--- src/rtl/adapter_init_pkg.sv ---
package adapter_init_pkg;

   typedef enum logic [1:0] {
      CMD_ENABLE = 2'd0,
      CMD_OPEN   = 2'd1,
      CMD_CLOSE  = 2'd2
   } cmd_kind_e;

   typedef enum logic {
      OP_WRITE = 1'b0,
      OP_WAIT  = 1'b1
   } op_e;

   typedef enum logic [1:0] {
      SQ_IDLE = 2'd0,
      SQ_RUN  = 2'd1,
      SQ_DONE = 2'd2
   } seq_state_e;

   localparam int REG_ADDR_W = 2;
   localparam int NUM_REGS   = 3;
   localparam logic [REG_ADDR_W-1:0] ADDR_RESET = 2'd0;
   localparam logic [REG_ADDR_W-1:0] ADDR_IRQ   = 2'd1;
   localparam logic [REG_ADDR_W-1:0] ADDR_THR   = 2'd2;

   typedef struct packed {
      op_e                   op;
      logic                  last;
      logic [REG_ADDR_W-1:0] addr;
   } step_ctl_t;

endpackage

--- src/rtl/init_step_rom.sv ---
module init_step_rom
   import adapter_init_pkg::*;
#(
   parameter int DATA_W     = 8,
   parameter int STEP_W     = 3,
   parameter int CHIP_BIT   = 0,
   parameter int HOST_BIT   = 1,
   parameter int FIFO_BIT   = 2,
   parameter int SINT_BIT   = 0,
   parameter int BERR_BIT   = 1,
   parameter int FIFO_LEVEL = 30
) (
   input  cmd_kind_e         kind,
   input  logic [STEP_W-1:0] step,
   input  logic [DATA_W-1:0] cur_rst,
   output step_ctl_t         ctl,
   output logic [DATA_W-1:0] data
);
   localparam logic [DATA_W-1:0] ONE     = DATA_W'(1);
   localparam logic [DATA_W-1:0] M_CHIP  = ONE << CHIP_BIT;
   localparam logic [DATA_W-1:0] M_HOST  = ONE << HOST_BIT;
   localparam logic [DATA_W-1:0] M_FIFO  = ONE << FIFO_BIT;
   localparam logic [DATA_W-1:0] M_ALL   = M_CHIP | M_HOST | M_FIFO;
   localparam logic [DATA_W-1:0] IRQ_VAL = (ONE << SINT_BIT) | (ONE << BERR_BIT);
   localparam logic [DATA_W-1:0] THR_VAL = DATA_W'(FIFO_LEVEL);

   always_comb begin
      ctl.op   = OP_WRITE;
      ctl.last = 1'b1;
      ctl.addr = ADDR_RESET;
      data     = '0;
      case (kind)
         CMD_ENABLE: begin
            if (step == '0) begin
               ctl.last = 1'b0;
               data     = cur_rst | M_CHIP;
            end else begin
               ctl.op = OP_WAIT;
            end
         end
         CMD_OPEN: begin
            ctl.last = 1'b0;
            case (step)
               STEP_W'(0): data = cur_rst | M_CHIP;
               STEP_W'(1): data = cur_rst & ~M_ALL;
               STEP_W'(2): ctl.op = OP_WAIT;
               STEP_W'(3): data = cur_rst | M_CHIP;
               STEP_W'(4): data = cur_rst | M_HOST;
               STEP_W'(5): data = cur_rst | M_FIFO;
               STEP_W'(6): begin
                  ctl.addr = ADDR_IRQ;
                  data     = IRQ_VAL;
               end
               default: begin
                  ctl.addr = ADDR_THR;
                  ctl.last = 1'b1;
                  data     = THR_VAL;
               end
            endcase
         end
         default: data = '0;
      endcase
   end
endmodule

--- src/rtl/init_wait_timer.sv ---
module init_wait_timer #(
   parameter int WAIT_CYCLES = 100
) (
   input  logic clk,
   input  logic rst_n,
   input  logic run,
   output logic expire
);
   localparam int CNT_W = $clog2(WAIT_CYCLES + 1);
   localparam logic [CNT_W-1:0] LAST = CNT_W'(WAIT_CYCLES - 1);

   logic [CNT_W-1:0] cnt;

   assign expire = run && (cnt == LAST);

   always_ff @(posedge clk or negedge rst_n) begin
      if (!rst_n)              cnt <= '0;
      else if (!run || expire) cnt <= '0;
      else                     cnt <= cnt + 1'b1;
   end

   assert_cnt_bound_R3: assert property (@(posedge clk) disable iff (!rst_n)
      cnt <= LAST);
   assert_idle_clear_R3: assert property (@(posedge clk) disable iff (!rst_n)
      !run |=> cnt == '0);
endmodule

--- src/rtl/init_reg_bank.sv ---
module init_reg_bank
   import adapter_init_pkg::*;
#(
   parameter int DATA_W = 8
) (
   input  logic                               clk,
   input  logic                               rst_n,
   input  logic                               wr_stb,
   input  logic [REG_ADDR_W-1:0]              wr_addr,
   input  logic [DATA_W-1:0]                  wr_data,
   output logic [NUM_REGS-1:0][DATA_W-1:0]    regs
);
   for (genvar g = 0; g < NUM_REGS; g++) begin : g_reg
      always_ff @(posedge clk or negedge rst_n) begin
         if (!rst_n)                                        regs[g] <= '0;
         else if (wr_stb && wr_addr == REG_ADDR_W'(g))      regs[g] <= wr_data;
      end

      assert_write_lands_R10: assert property (@(posedge clk) disable iff (!rst_n)
         (wr_stb && wr_addr == REG_ADDR_W'(g)) |=> regs[g] == $past(wr_data));
      assert_untouched_R10: assert property (@(posedge clk) disable iff (!rst_n)
         !(wr_stb && wr_addr == REG_ADDR_W'(g)) |=> $stable(regs[g]));
   end
endmodule

--- src/rtl/adapter_init_seq.sv ---
module adapter_init_seq
   import adapter_init_pkg::*;
#(
   parameter int DATA_W      = 8,
   parameter int WAIT_CYCLES = 100,
   parameter int FIFO_LEVEL  = 30,
   parameter int CHIP_BIT    = 0,
   parameter int HOST_BIT    = 1,
   parameter int FIFO_BIT    = 2,
   parameter int SINT_BIT    = 0,
   parameter int BERR_BIT    = 1
) (
   input  logic                  clk,
   input  logic                  rst_n,
   input  logic                  cmd_enable,
   input  logic                  cmd_open,
   input  logic                  cmd_close,
   output logic                  wr_stb,
   output logic [1:0]            wr_addr,
   output logic [DATA_W-1:0]     wr_data,
   output logic [DATA_W-1:0]     rst_reg,
   output logic [DATA_W-1:0]     irq_ctrl,
   output logic [DATA_W-1:0]     fifo_thr,
   output logic                  busy,
   output logic                  done
);
   localparam int STEP_W = 3;

   initial begin
      assert_cfg_wait_R2: assert (WAIT_CYCLES >= 1)
         else $error("WAIT_CYCLES must be at least 1");
      assert_cfg_bits_R4: assert (CHIP_BIT != HOST_BIT && HOST_BIT != FIFO_BIT &&
                                  CHIP_BIT != FIFO_BIT && FIFO_BIT < DATA_W &&
                                  CHIP_BIT < DATA_W && HOST_BIT < DATA_W)
         else $error("reset bit positions must be distinct and inside DATA_W");
      assert_cfg_irq_R5: assert (SINT_BIT != BERR_BIT && SINT_BIT < DATA_W && BERR_BIT < DATA_W)
         else $error("interrupt bit positions must be distinct and inside DATA_W");
      assert_cfg_level_R6: assert (FIFO_LEVEL >= 0 && FIFO_LEVEL < (1 << DATA_W))
         else $error("FIFO_LEVEL does not fit DATA_W");
   end

   seq_state_e          state;
   cmd_kind_e           kind;
   logic [STEP_W-1:0]   step;
   step_ctl_t           ctl;
   logic [DATA_W-1:0]   step_data;
   logic                expire;
   logic                advance;
   logic                any_cmd;
   cmd_kind_e           pick;
   logic [NUM_REGS-1:0][DATA_W-1:0] regs;

   init_step_rom #(
      .DATA_W(DATA_W), .STEP_W(STEP_W),
      .CHIP_BIT(CHIP_BIT), .HOST_BIT(HOST_BIT), .FIFO_BIT(FIFO_BIT),
      .SINT_BIT(SINT_BIT), .BERR_BIT(BERR_BIT), .FIFO_LEVEL(FIFO_LEVEL)
   ) u_rom (
      .kind(kind), .step(step), .cur_rst(rst_reg), .ctl(ctl), .data(step_data)
   );

   init_wait_timer #(.WAIT_CYCLES(WAIT_CYCLES)) u_timer (
      .clk(clk), .rst_n(rst_n),
      .run(state == SQ_RUN && ctl.op == OP_WAIT),
      .expire(expire)
   );

   init_reg_bank #(.DATA_W(DATA_W)) u_bank (
      .clk(clk), .rst_n(rst_n),
      .wr_stb(wr_stb), .wr_addr(wr_addr), .wr_data(wr_data),
      .regs(regs)
   );

   assign rst_reg  = regs[ADDR_RESET];
   assign irq_ctrl = regs[ADDR_IRQ];
   assign fifo_thr = regs[ADDR_THR];

   assign wr_stb  = (state == SQ_RUN) && (ctl.op == OP_WRITE);
   assign wr_addr = ctl.addr;
   assign wr_data = step_data;
   assign busy    = (state != SQ_IDLE);
   assign done    = (state == SQ_DONE);
   assign advance = (ctl.op == OP_WRITE) || expire;
   assign any_cmd = cmd_enable || cmd_open || cmd_close;

   always_comb begin
      if (cmd_close)     pick = CMD_CLOSE;
      else if (cmd_open) pick = CMD_OPEN;
      else               pick = CMD_ENABLE;
   end

   always_ff @(posedge clk or negedge rst_n) begin
      if (!rst_n) begin
         state <= SQ_IDLE;
         kind  <= CMD_ENABLE;
         step  <= '0;
      end else begin
         case (state)
            SQ_IDLE: if (any_cmd) begin
               state <= SQ_RUN;
               kind  <= pick;
               step  <= '0;
            end
            SQ_RUN: if (advance) begin
               if (ctl.last) state <= SQ_DONE;
               else          step  <= step + 1'b1;
            end
            default: state <= SQ_IDLE;
         endcase
      end
   end

   assert_done_in_busy_R8: assert property (@(posedge clk) disable iff (!rst_n)
      done |-> busy);
   assert_done_pulse_R8: assert property (@(posedge clk) disable iff (!rst_n)
      done |=> !done && !busy);
   assert_busy_hold_R8: assert property (@(posedge clk) disable iff (!rst_n)
      (busy && !done) |=> busy);
   assert_accept_R8: assert property (@(posedge clk) disable iff (!rst_n)
      (!busy && (cmd_enable || cmd_open || cmd_close)) |=> busy);
   assert_close_first_R7: assert property (@(posedge clk) disable iff (!rst_n)
      (!busy && cmd_close) |=> wr_stb && wr_addr == ADDR_RESET && wr_data == '0);
   assert_open_first_R3: assert property (@(posedge clk) disable iff (!rst_n)
      (!busy && cmd_open && !cmd_close) |=> wr_stb && wr_addr == ADDR_RESET && wr_data[CHIP_BIT]);
   assert_idle_quiet_R9: assert property (@(posedge clk) disable iff (!rst_n)
      !busy |-> !wr_stb);
   assert_idle_stable_R9: assert property (@(posedge clk) disable iff (!rst_n)
      !busy |=> $stable(rst_reg));
endmodule

--- config.mk ---
export PLATFORM = sky130hd
export DESIGN_NAME = adapter_init_seq
export DESIGN_NICKNAME = d
export VERILOG_FILES = /design/src/rtl/adapter_init_pkg.sv /design/src/rtl/init_step_rom.sv /design/src/rtl/init_wait_timer.sv /design/src/rtl/init_reg_bank.sv /design/src/rtl/adapter_init_seq.sv
export SDC_FILE = /design/constraint.sdc
export NUM_CORES = 1
export LEC_CHECK = 0
export BUFFER_PORTS_ARGS = -buffer_cell sky130_fd_sc_hd__clkbuf_2
export CAP_MARGIN = 20
export CORE_MARGIN = 2
export CORE_UTILIZATION = 50
export CTS_BUF_LIST = sky130_fd_sc_hd__clkbuf_16
export CTS_CLUSTER_DIAMETER = 60
export CTS_CLUSTER_SIZE = 25
export DETAILED_ROUTE_END_ITERATION = 10
export MAX_ROUTING_LAYER = met4
export PLACE_DENSITY = 0.71
export SYNTH_ARGS = -nofsm -noshare
export SYNTH_HDL_FRONTEND = slang
export SYNTH_HIERARCHICAL = 1
export SYNTH_SLANG_ARGS = --single-unit
export TNS_END_PERCENT = 100
--- constraint.sdc ---
create_clock -name clk -period 3.2 [get_ports clk]
set_input_delay 0.48 -clock clk [delete_from_list [all_inputs] [get_ports clk]]
set_output_delay 0.48 -clock clk [all_outputs]
set_load 0.1 [all_outputs]
==> results of run 1 <==
[cell type report]
cell class                      count  share of cell area [%]
Timing Repair Buffer               41                    8.92
Inverter                            4                   0.653
Clock inverter                      1                   0.163
Multi-Input combinational cell    121                    40.9
Sequential cell                    38                    41.3
Clock buffer                        5                    5.44
Tap cell                           48                    2.61
[logic make-up after synthesis]
| kind of cell | synth area share (%) |
|---|---|
| xor gates and xnor gates | 1.36 |
| AOI/OAI and AO/OA | 11.4 |
| buffers and inverters | 3.29 |
| and+or+nand+nor | 19.7 |
| DFF | 49.0 |
| muxes | 13.9 |
| adders and majority gates | 1.29 |
[final timing paths]
path / start / to / slack, ns
worst max-delay path: step[1] / wr_addr[0] / 0.38
worst min-delay path: rst_n / state[1] / 0.32
worst max register to register: step[0] / step[1] / 0.57
worst min register to register: u_timer/cnt[0] / u_timer/cnt[0] / 0.47
max in group asynchronous: rst_n / u_timer/cnt[4] / 2.30
min in group clk: cmd_close / kind[0] / 0.41
[metal layers]
layer / vias up / GRT usage (%)
li1: 700 / -
met1: 721 / 27.7
met2: 41 / 29.9
met3: 6 / 5.79
met4: 0 / 8.42
met5: - / -
[registers in the layout (all words and copies together) (netlist names)]
name,cells
kind,2
u_bank/regs,24
state,2
step,3
u_timer/cnt,7
[cell usage in the layout, fill, tap and decap left out, types with 5 or more instances in the layout]
| cell type | instances |
|---|---|
| o21ai_0 | 5 |
| nand3_1 | 5 |
| dfrtp_1 | 38 |
| a21oi_1 | 10 |
| clkbuf_16 | 5 |
| clkbuf_2 | 41 |
| nand2b_1 | 8 |
| mux2_2 | 24 |
| nand2_1 | 7 |
| nor2_1 | 10 |
[power breakdown]
part           leakage, nW  switching (W)  internal (W)
combinational        0.549      0.0000101    0.00000178
clock               0.0632       0.000170      0.000276
sequential           0.501              0      0.000481
[stage by stage]
step                      util [%]  cell area [sq um]
after floorplan                  -               1960
after global placement        58.9               2170
after detailed placement      58.9               2170
after CTS                     62.4               2300
after global routing          62.4               2300
final                         62.4               2300
[worst max-delay path, delay by kind of cell (launching register included)]
kind | cells | cell delay [ns]
buffers and inverters | 2 | 0.71
DFF | 1 | 0.68
and+or+nand+nor | 2 | 0.67
==> summary.txt, run 1 <==
Run status
  • Outcome: complete, no violations

Synth
  • Most frequent cells after synthesis: 38 x dfrtp_1, 24 x mux2_2, 10 x a21oi_1, 10 x nor2_1, 8 x nand2b_1
  • Register bit total from synthesis: 38
  • Yosys warnings: 6
  • Post-synthesis net count: between 150 and 200
  • Syn avg cell area: between 10 and 15 sq um
  • Synth cell types: 46
  • Asr flop ratio synth: 100%
  • Post-Syn Instances: approximately 170
  • Area contributors post-synth: dfrtp_1 49%, mux2_2 14%, a21oi_1 2.6%
  • Prevailing post-synth register cell: dfrtp_1
  • Synthesized area: between 0.0015 and 0.002 sq mm
  • Sequential cell area fraction in the yosys report: 49.0%
  • Synth top area share: 49.0%
  • Post-synth EDFFs: 0
  • Most numerous cell in the Yosys netlist: dfrtp_1
  • Leading area contributor after synthesis: dfrtp_1

Clock tree
  • Clock latency at the later pin of the worst-skew pair: approximately 0.28 ns
  • Root Buffer: clkbuf_16
  • CTS buffer count: 5
  • CTS resizes: 0
  • Setup Buffers After CTS: 0
  • Hold buffer count at cts: 0
  • H-tree level count: 2
  • CTS tree: built
  • Clk sinks: 38
  • Clock-pin slew on the worst setup and hold paths: about 0.05 ns
  • Clk buf depth: 2

Finish
  • Layout area overhead: 18.6%
  • Area occupied by multi-input gates: around 940 sq um
  • Sequential cell area: about 950 sq um
  • Final std cells w/o fill: between 200 and 300
  • # fillers: between 300 and 400
  • Fin nets: 218
  • Ant. Diodes: 0
  • Fraction of layout cells with a size suffix above 1: between 30% and 40%

Worst setup path
  • Critical path startpoint category: flip-flop
  • Crit path cell chain: inv_1, or2_1, nor3b_2, clkbuf_2
  • Critical Path AT: 2.34 ns
  • Req. time, crit path: around 2.7 ns
  • Worst-path fanout max: 14
  • CP max stage delay: roughly 0.68 ns
  • Setup Crit Path Kind: flip-flop to output port
  • CP max stage cell: dfrtp_1
  • Critical path endpoint category: output port
  • Worst R2R Path Depth: 8

GRT
  • Largest net degree at the start of global routing: 39
  • Initial antenna violation count: 0
  • Vias in the first global route: 1,351
  • Total global-route track usage: approximately 21%
  • First-pass GRT wire length: ~6.6 mm
  • Remaining global-route overflow: 0

Flow run
  • Number of max-cap violations: 0

Place
  • # port buffers: 41
  • Placed cells: 252
  • Pre-CTS WS: between 0.6 and 0.7 ns
  • DP Wirelength: around 2.8 mm
  • Gp weighted congestion: 0.793

Timing
  • Final hold vios: 0
  • Total Neg Setup Slack: 0 ns
  • Min Hold Slack: 0.323 ns
  • Final Max Slew Viols: 0
  • Setup slack after layout: roughly 0.38 ns
  • RSZ-0062 raised after global routing: no
  • Final period util: 88.1%
  • Setup Skew: between 0.004 and 0.005 ns
  • Slew at the pin with the worst max-slew slack: slightly above 0.9 ns
  • Max Clk Rate: roughly 0.35 GHz
  • Slew margin rel.: 38.9%
  • Post-route minimum period: 2.82 ns
  • Final setup violation count: 0

Power
  • Leak pwr: 1.11 nW
  • Pwr Density: between 400 and 500 mW/mm^2
  • Max rail drop VDD: around 0.32 mV
  • Power after layout: ~0.00094 W

Routing
  • Met2 wire len: between 1.5 and 2 mm
  • # DRC: 0
  • Via Count: around 1,500
  • Vias per cell: 5.69
  • Drt wl/cell: around 15 microns
  • Routed wire length: around 4 mm
  • Met1 wire length: between 1.5 and 2 mm
  • Iteration-0 DRC Markers: approximately 100
  • Met3 WL: just under 200 microns
  • Max layer used: met4
  • DRT antenna net count: 0
  • First-pass detailed-route iteration total: 4

Floorplanning
  • Die Y: between 60 and 70 microns
  • Die width: between 60 and 70 microns
  • Initial Util: 52.6%
  • Num ports: 42
  • Core Box Area: around 0.0037 sq mm
  • FP Rows: 22
  • DIE AREA: roughly 0.0044 sq mm

Min path
  • Type of the worst min-delay path: input port to async pin
No activity file was read; power rests on OpenSTA's default activity.
==> run 2, diff against run 1 <==
--- a/config.mk
+++ b/config.mk
@@ -5,9 +5,9 @@
 export SDC_FILE = /design/constraint.sdc
 export NUM_CORES = 1
 export LEC_CHECK = 0
+export ABC_AREA = 0
 export BUFFER_PORTS_ARGS = -buffer_cell sky130_fd_sc_hd__clkbuf_2
 export CAP_MARGIN = 20
-export CORE_MARGIN = 2
 export CORE_UTILIZATION = 50
 export CTS_BUF_LIST = sky130_fd_sc_hd__clkbuf_16
 export CTS_CLUSTER_DIAMETER = 60
==> summary.txt, run 2 (synthesized netlist as in run 1, its figures left out) <==
Floorplanning
  • Die Y: about 64 microns
  • Core Box Area: between 0.003 and 0.004 sq mm
  • Die width: ~64 microns
  • Num ports: 42
  • Initial Util: approximately 53%
  • DIE AREA: slightly above 0.004 sq mm
  • FP Rows: 22

Clock tree
  • Clk sinks: 38
  • CTS buffer count: 5
  • CTS resizes: 0
  • Clock latency at the later pin of the worst-skew pair: between 0.2 and 0.3 ns
  • Hold buffer count at cts: 0
  • Root Buffer: clkbuf_16
  • Setup Buffers After CTS: 0
  • Clock-pin slew on the worst setup and hold paths: roughly 0.050 ns
  • H-tree level count: 2
  • Clk buf depth: 2
  • CTS tree: built

GRT
  • Largest net degree at the start of global routing: 39
  • First-pass GRT wire length: 6.67 mm
  • Remaining global-route overflow: 0
  • Initial antenna violation count: 0
  • Total global-route track usage: between 20% and 30%
  • Vias in the first global route: roughly 1,500

Routing
  • First-pass detailed-route iteration total: 4
  • # DRC: 0
  • Drt wl/cell: 15.4 microns
  • DRT antenna net count: 0
  • Vias per cell: around 5.8
  • Routed wire length: ~4 mm
  • Via Count: 1,506
  • Iteration-0 DRC Markers: 70

Finish
  • Commonest cells after routing, fill and taps aside: 41 x clkbuf_2, 38 x dfrtp_1, 24 x mux2_2, 10 x nor2_1, 10 x a21oi_1
  • Layout area overhead: 19.1%
  • Fraction of layout cells with a size suffix above 1: about two fifths
  • Max FFs per register: 24
  • Most common cell after layout, fill and taps aside: clkbuf_2
  • Fin nets: between 200 and 250
  • Final core utilization: between 60% and 70%
  • Most flop-heavy register: u_bank/regs
  • Ant. Diodes: 0
  • Biggest regs: u_bank/regs (24), u_timer/cnt (7), step (3)

Timing
  • Final period util: 86.3%
  • Slew at the pin with the worst max-slew slack: 0.912 ns
  • Final setup violation count: 0
  • Total Neg Setup Slack: 0 ns
  • Final Max Slew Viols: 0
  • Final hold vios: 0
  • Post-route minimum period: between 2 and 3 ns
  • Max Clk Rate: approximately 0.36 GHz
  • Setup Skew: between 0.003 and 0.004 ns
  • RSZ-0062 raised after global routing: no
  • Slew margin rel.: between 30% and 40%

Worst setup path
  • Critical path endpoint category: output port
  • CP max stage cell: dfrtp_1
  • Worst-path fanout max: 14
  • Buffers and inverters on the worst path: 2
  • End of the critical path: wr_addr[0]
  • WP depth: 4
  • Crit-path leading delay family: buffers and inverters
  • Worst reg2reg setup slack: approximately 0.66 ns
  • Critical Path Source: step[1]
  • CP max stage delay: between 0.6 and 0.7 ns
  • Crit path cell chain: inv_1, or2_1, nor3b_2, clkbuf_2
  • Req. time, crit path: between 2 and 3 ns
  • Worst R2R Path Depth: 9
  • Setup Crit Path Kind: flip-flop to output port
  • Reg-to-reg startpoint: step[2]
  • Critical path startpoint category: flip-flop
  • Critical Path AT: 2.28 ns
  • FF-to-FF End: step[1]

Min path
  • Type of the worst min-delay path: input port to async pin

Power
  • Power after layout: approximately 0.00095 W
  • Pwr Density: between 400 and 500 mW/mm^2
  • Leak pwr: ~1.1 nW
  • Max rail drop VDD: between 0.3 and 0.4 mV

Flow run
  • Number of max-cap violations: 0

Place
  • Gp weighted congestion: ~0.82
  • DP Wirelength: 2.84 mm
  • # port buffers: ~40

Run status
  • Outcome: complete, no violations
[run 2: area by class of cell]
cell class | instances | area [sq um]
Clock buffer | 5 | 125
Sequential cell | 38 | 951
Timing Repair Buffer | 41 | 205
Inverter | 4 | 15.0
Fill cell | 312 | 1380
Tap cell | 48 | 60.1
Multi-Input combinational cell | 121 | 941
Clock inverter | 3 | 12.5
[run 2: worst min-delay path by stage]
stage | depth (start not counted) | to | from | slack (ns)
6_report | 1 | u_bank/regs[7] | rst_n | 0.34
5_1_grt | 1 | u_timer/cnt[4] | rst_n | 0.42
4_1_cts | 1 | u_bank/regs[7] | rst_n | 0.37
3_5_place_dp | 1 | u_timer/cnt[0] | u_timer/cnt[0] | 0.47
3_3_place_gp | 1 | u_timer/cnt[0] | u_timer/cnt[0] | 0.45
2_1_floorplan | 0 | kind[0] | rst_n | 0.18
[run 2: through the flow]
stage	instances	hold WS [ns]	worst slack [ns]	instance area (sq um)
4_1_cts	260	0.375	0.439	2310
5_1_grt	260	0.420	0.362	2310
6_report	260	0.336	0.439	2310
3_5_place_dp	252	0.466	0.717	2170
2_1_floorplan	168	0.184	0.0211	1960
3_3_place_gp	252	0.448	0.780	2170
[run 2: report_power, final]
group          leakage (nW)  total (W)  switching [W]  internal, W
Combinational         0.549  0.0000120      0.0000102   0.00000178
Sequential            0.501   0.000481              0     0.000481
Clock                0.0724   0.000455       0.000174     0.000281
Total                  1.12   0.000948       0.000184     0.000764
[run 2: metal layers]
metal | part of all wire [%] | vias up | global-route usage, %
met5 | 0 | - | -
met4 | 0.75 | 0 | 6.39
met3 | 3.8 | 4 | 4.11
met2 | 51 | 36 | 35.1
met1 | 44 | 766 | 27.0
li1 | - | 700 | -
==> run 3, diff against run 2 <==
==> constraint.sdc (replaced) <==
create_clock -name clk -period 2.93 [get_ports clk]
set_input_delay 0.4395 -clock clk [delete_from_list [all_inputs] [get_ports clk]]
set_output_delay 0.4395 -clock clk [all_outputs]
set_load 0.1 [all_outputs]
==> summary.txt, run 3 (synthesized netlist as in run 1, its figures left out) <==
Run status
  • Outcome: complete, no violations

Finish
  • # fillers: between 200 and 300
  • Final std cells w/o fill: approximately 260
  • Commonest cells after routing, fill and taps aside: 41 x clkbuf_2, 38 x dfrtp_1, 24 x mux2_2, 9 x nor2_1, 9 x a21oi_1
  • Layout area overhead: 23.1%
  • Most flop-heavy register: u_bank/regs
  • Max FFs per register: 24
  • Area occupied by multi-input gates: slightly below 0.001 sq mm
  • Ant. Diodes: 0
  • Fin nets: 220
  • Sequential cell area: roughly 950 sq um
  • Biggest regs: u_bank/regs (24), u_timer/cnt (7), step (3)
  • Most common cell after layout, fill and taps aside: clkbuf_2
  • Fraction of layout cells with a size suffix above 1: approximately two fifths

Floorplanning
  • DIE AREA: 0.00413 sq mm
  • Core Box Area: between 0.003 and 0.004 sq mm
  • Num ports: 42
  • FP Rows: 22
  • Die Y: around 64 microns
  • Initial Util: 52.6%
  • Die width: 64.3 microns

Clock tree
  • Hold buffer count at cts: 0
  • Clk sinks: 38
  • Clk buf depth: 2
  • Setup Buffers After CTS: 0
  • H-tree level count: 2
  • Clock-pin slew on the worst setup and hold paths: approximately 0.06 ns
  • CTS buffer count: 5
  • Root Buffer: clkbuf_16
  • CTS tree: built
  • Clock latency at the later pin of the worst-skew pair: around 0.29 ns
  • CTS resizes: 0

Routing
  • Routed wire length: 4.18 mm
  • Iteration-0 DRC Markers: between 100 and 150
  • Drt wl/cell: ~16 microns
  • Via Count: ~1,500
  • # DRC: 0
  • DRT antenna net count: 0
  • Vias per cell: approximately 5.7
  • First-pass detailed-route iteration total: 4

Worst setup path
  • CP max stage delay: 0.66 ns
  • Critical path startpoint category: flip-flop
  • Setup Crit Path Kind: flip-flop to output port
  • CP max stage cell: dfrtp_1
  • Reg-to-reg startpoint: step[1]
  • Critical Path Source: step[1]
  • Worst-path fanout max: 14
  • Crit path cell chain: inv_1, or2_1, nor3b_4, clkbuf_2
  • Req. time, crit path: roughly 2.5 ns
  • Critical Path AT: 2.30 ns
  • Critical path endpoint category: output port

Place
  • Gp weighted congestion: between 0.8 and 0.9
  • # port buffers: 41
  • Pre-CTS WS: approximately 0.52 ns
  • Placed cells: between 200 and 300
  • DP Wirelength: 2.93 mm

Power
  • Leak pwr: around 1.1 nW
  • Max rail drop VDD: 0.357 mV
  • Pwr Density: about 480 mW/mm^2

Timing
  • Final period util: roughly 93%
  • Total Neg Setup Slack: 0 ns
  • Setup slack after layout: 0.195 ns
  • Post-route minimum period: 2.74 ns
  • RSZ-0062 raised after global routing: no
  • Final Max Slew Viols: 0
  • Max Clk Rate: about 0.37 GHz
  • Setup Skew: 0.00710 ns
  • Final setup violation count: 0
  • Final hold vios: 0
  • Slew at the pin with the worst max-slew slack: ~0.95 ns
  • Slew margin rel.: between 30% and 40%
  • Min Hold Slack: approximately 0.29 ns

GRT
  • Total global-route track usage: 22.5%
  • Vias in the first global route: approximately 1,400
  • Initial antenna violation count: 0
  • First-pass GRT wire length: around 6.7 mm
  • Remaining global-route overflow: 0
  • Largest net degree at the start of global routing: 39

Min path
  • Type of the worst min-delay path: input port to async pin

Flow run
  • Number of max-cap violations: 0
[run 3: power breakdown]
| group | internal (W) | switching [W] | total [W] |
|---|---|---|---|
| Clock | 0.000401 | 0.000216 | 0.000617 |
| Combinational | 0.00000194 | 0.0000114 | 0.0000134 |
| Sequential | 0.000525 | 0 | 0.000525 |
[run 3: final timing paths]
| kind | end | slack [ns] | cells after the start |
|---|---|---|---|
| setup reg to reg | step[1] | 0.48 | 8 |
| setup / recovery | wr_addr[0] | 0.19 | 4 |
| hold / removal | kind[0] | 0.29 | 1 |
| min in group clk | kind[0] | 0.35 | 2 |
| max in group asynchronous | u_bank/regs[7] | 2.05 | 1 |
| hold reg to reg | u_timer/cnt[0] | 0.47 | 1 |
[run 3: layout make-up]
cell class                      count  area share (%)
Timing Repair Buffer               43            9.22
Clock buffer                        5            5.24
Multi-Input combinational cell    121            40.7
Tap cell                           48            2.52
Sequential cell                    38            39.8
Inverter                            4           0.629
Clock inverter                      3            1.89
[run 3: per-stage QoR]
step	total power, W	utilization [%]	instance area, sq um
floorplan	0.000535	-	1990
global placement	0.000548	60.1	2220
detailed placement	0.000549	60.1	2220
CTS	0.00117	64.7	2390
global route	0.00119	64.7	2390
finish	0.00115	64.7	2390
[run 3: metal layers]
layer  global-route usage (%)  up-vias  share of wire (%)
met3                     6.43       10                4.4
met1                     28.9      734                 47
met5                        -        -                  0
met2                     33.3       45                 47
li1                         -      700                  -
met4                     9.44        0                1.9
[run 3: worst max-delay path: cells and delay by family, from the launching register on]
| family | cells | cell delay [ns] |
|---|---|---|
| AND/OR/NAND/NOR | 2 | 0.64 |
| flip-flops | 1 | 0.66 |
| buffers and inverters | 2 | 0.70 |
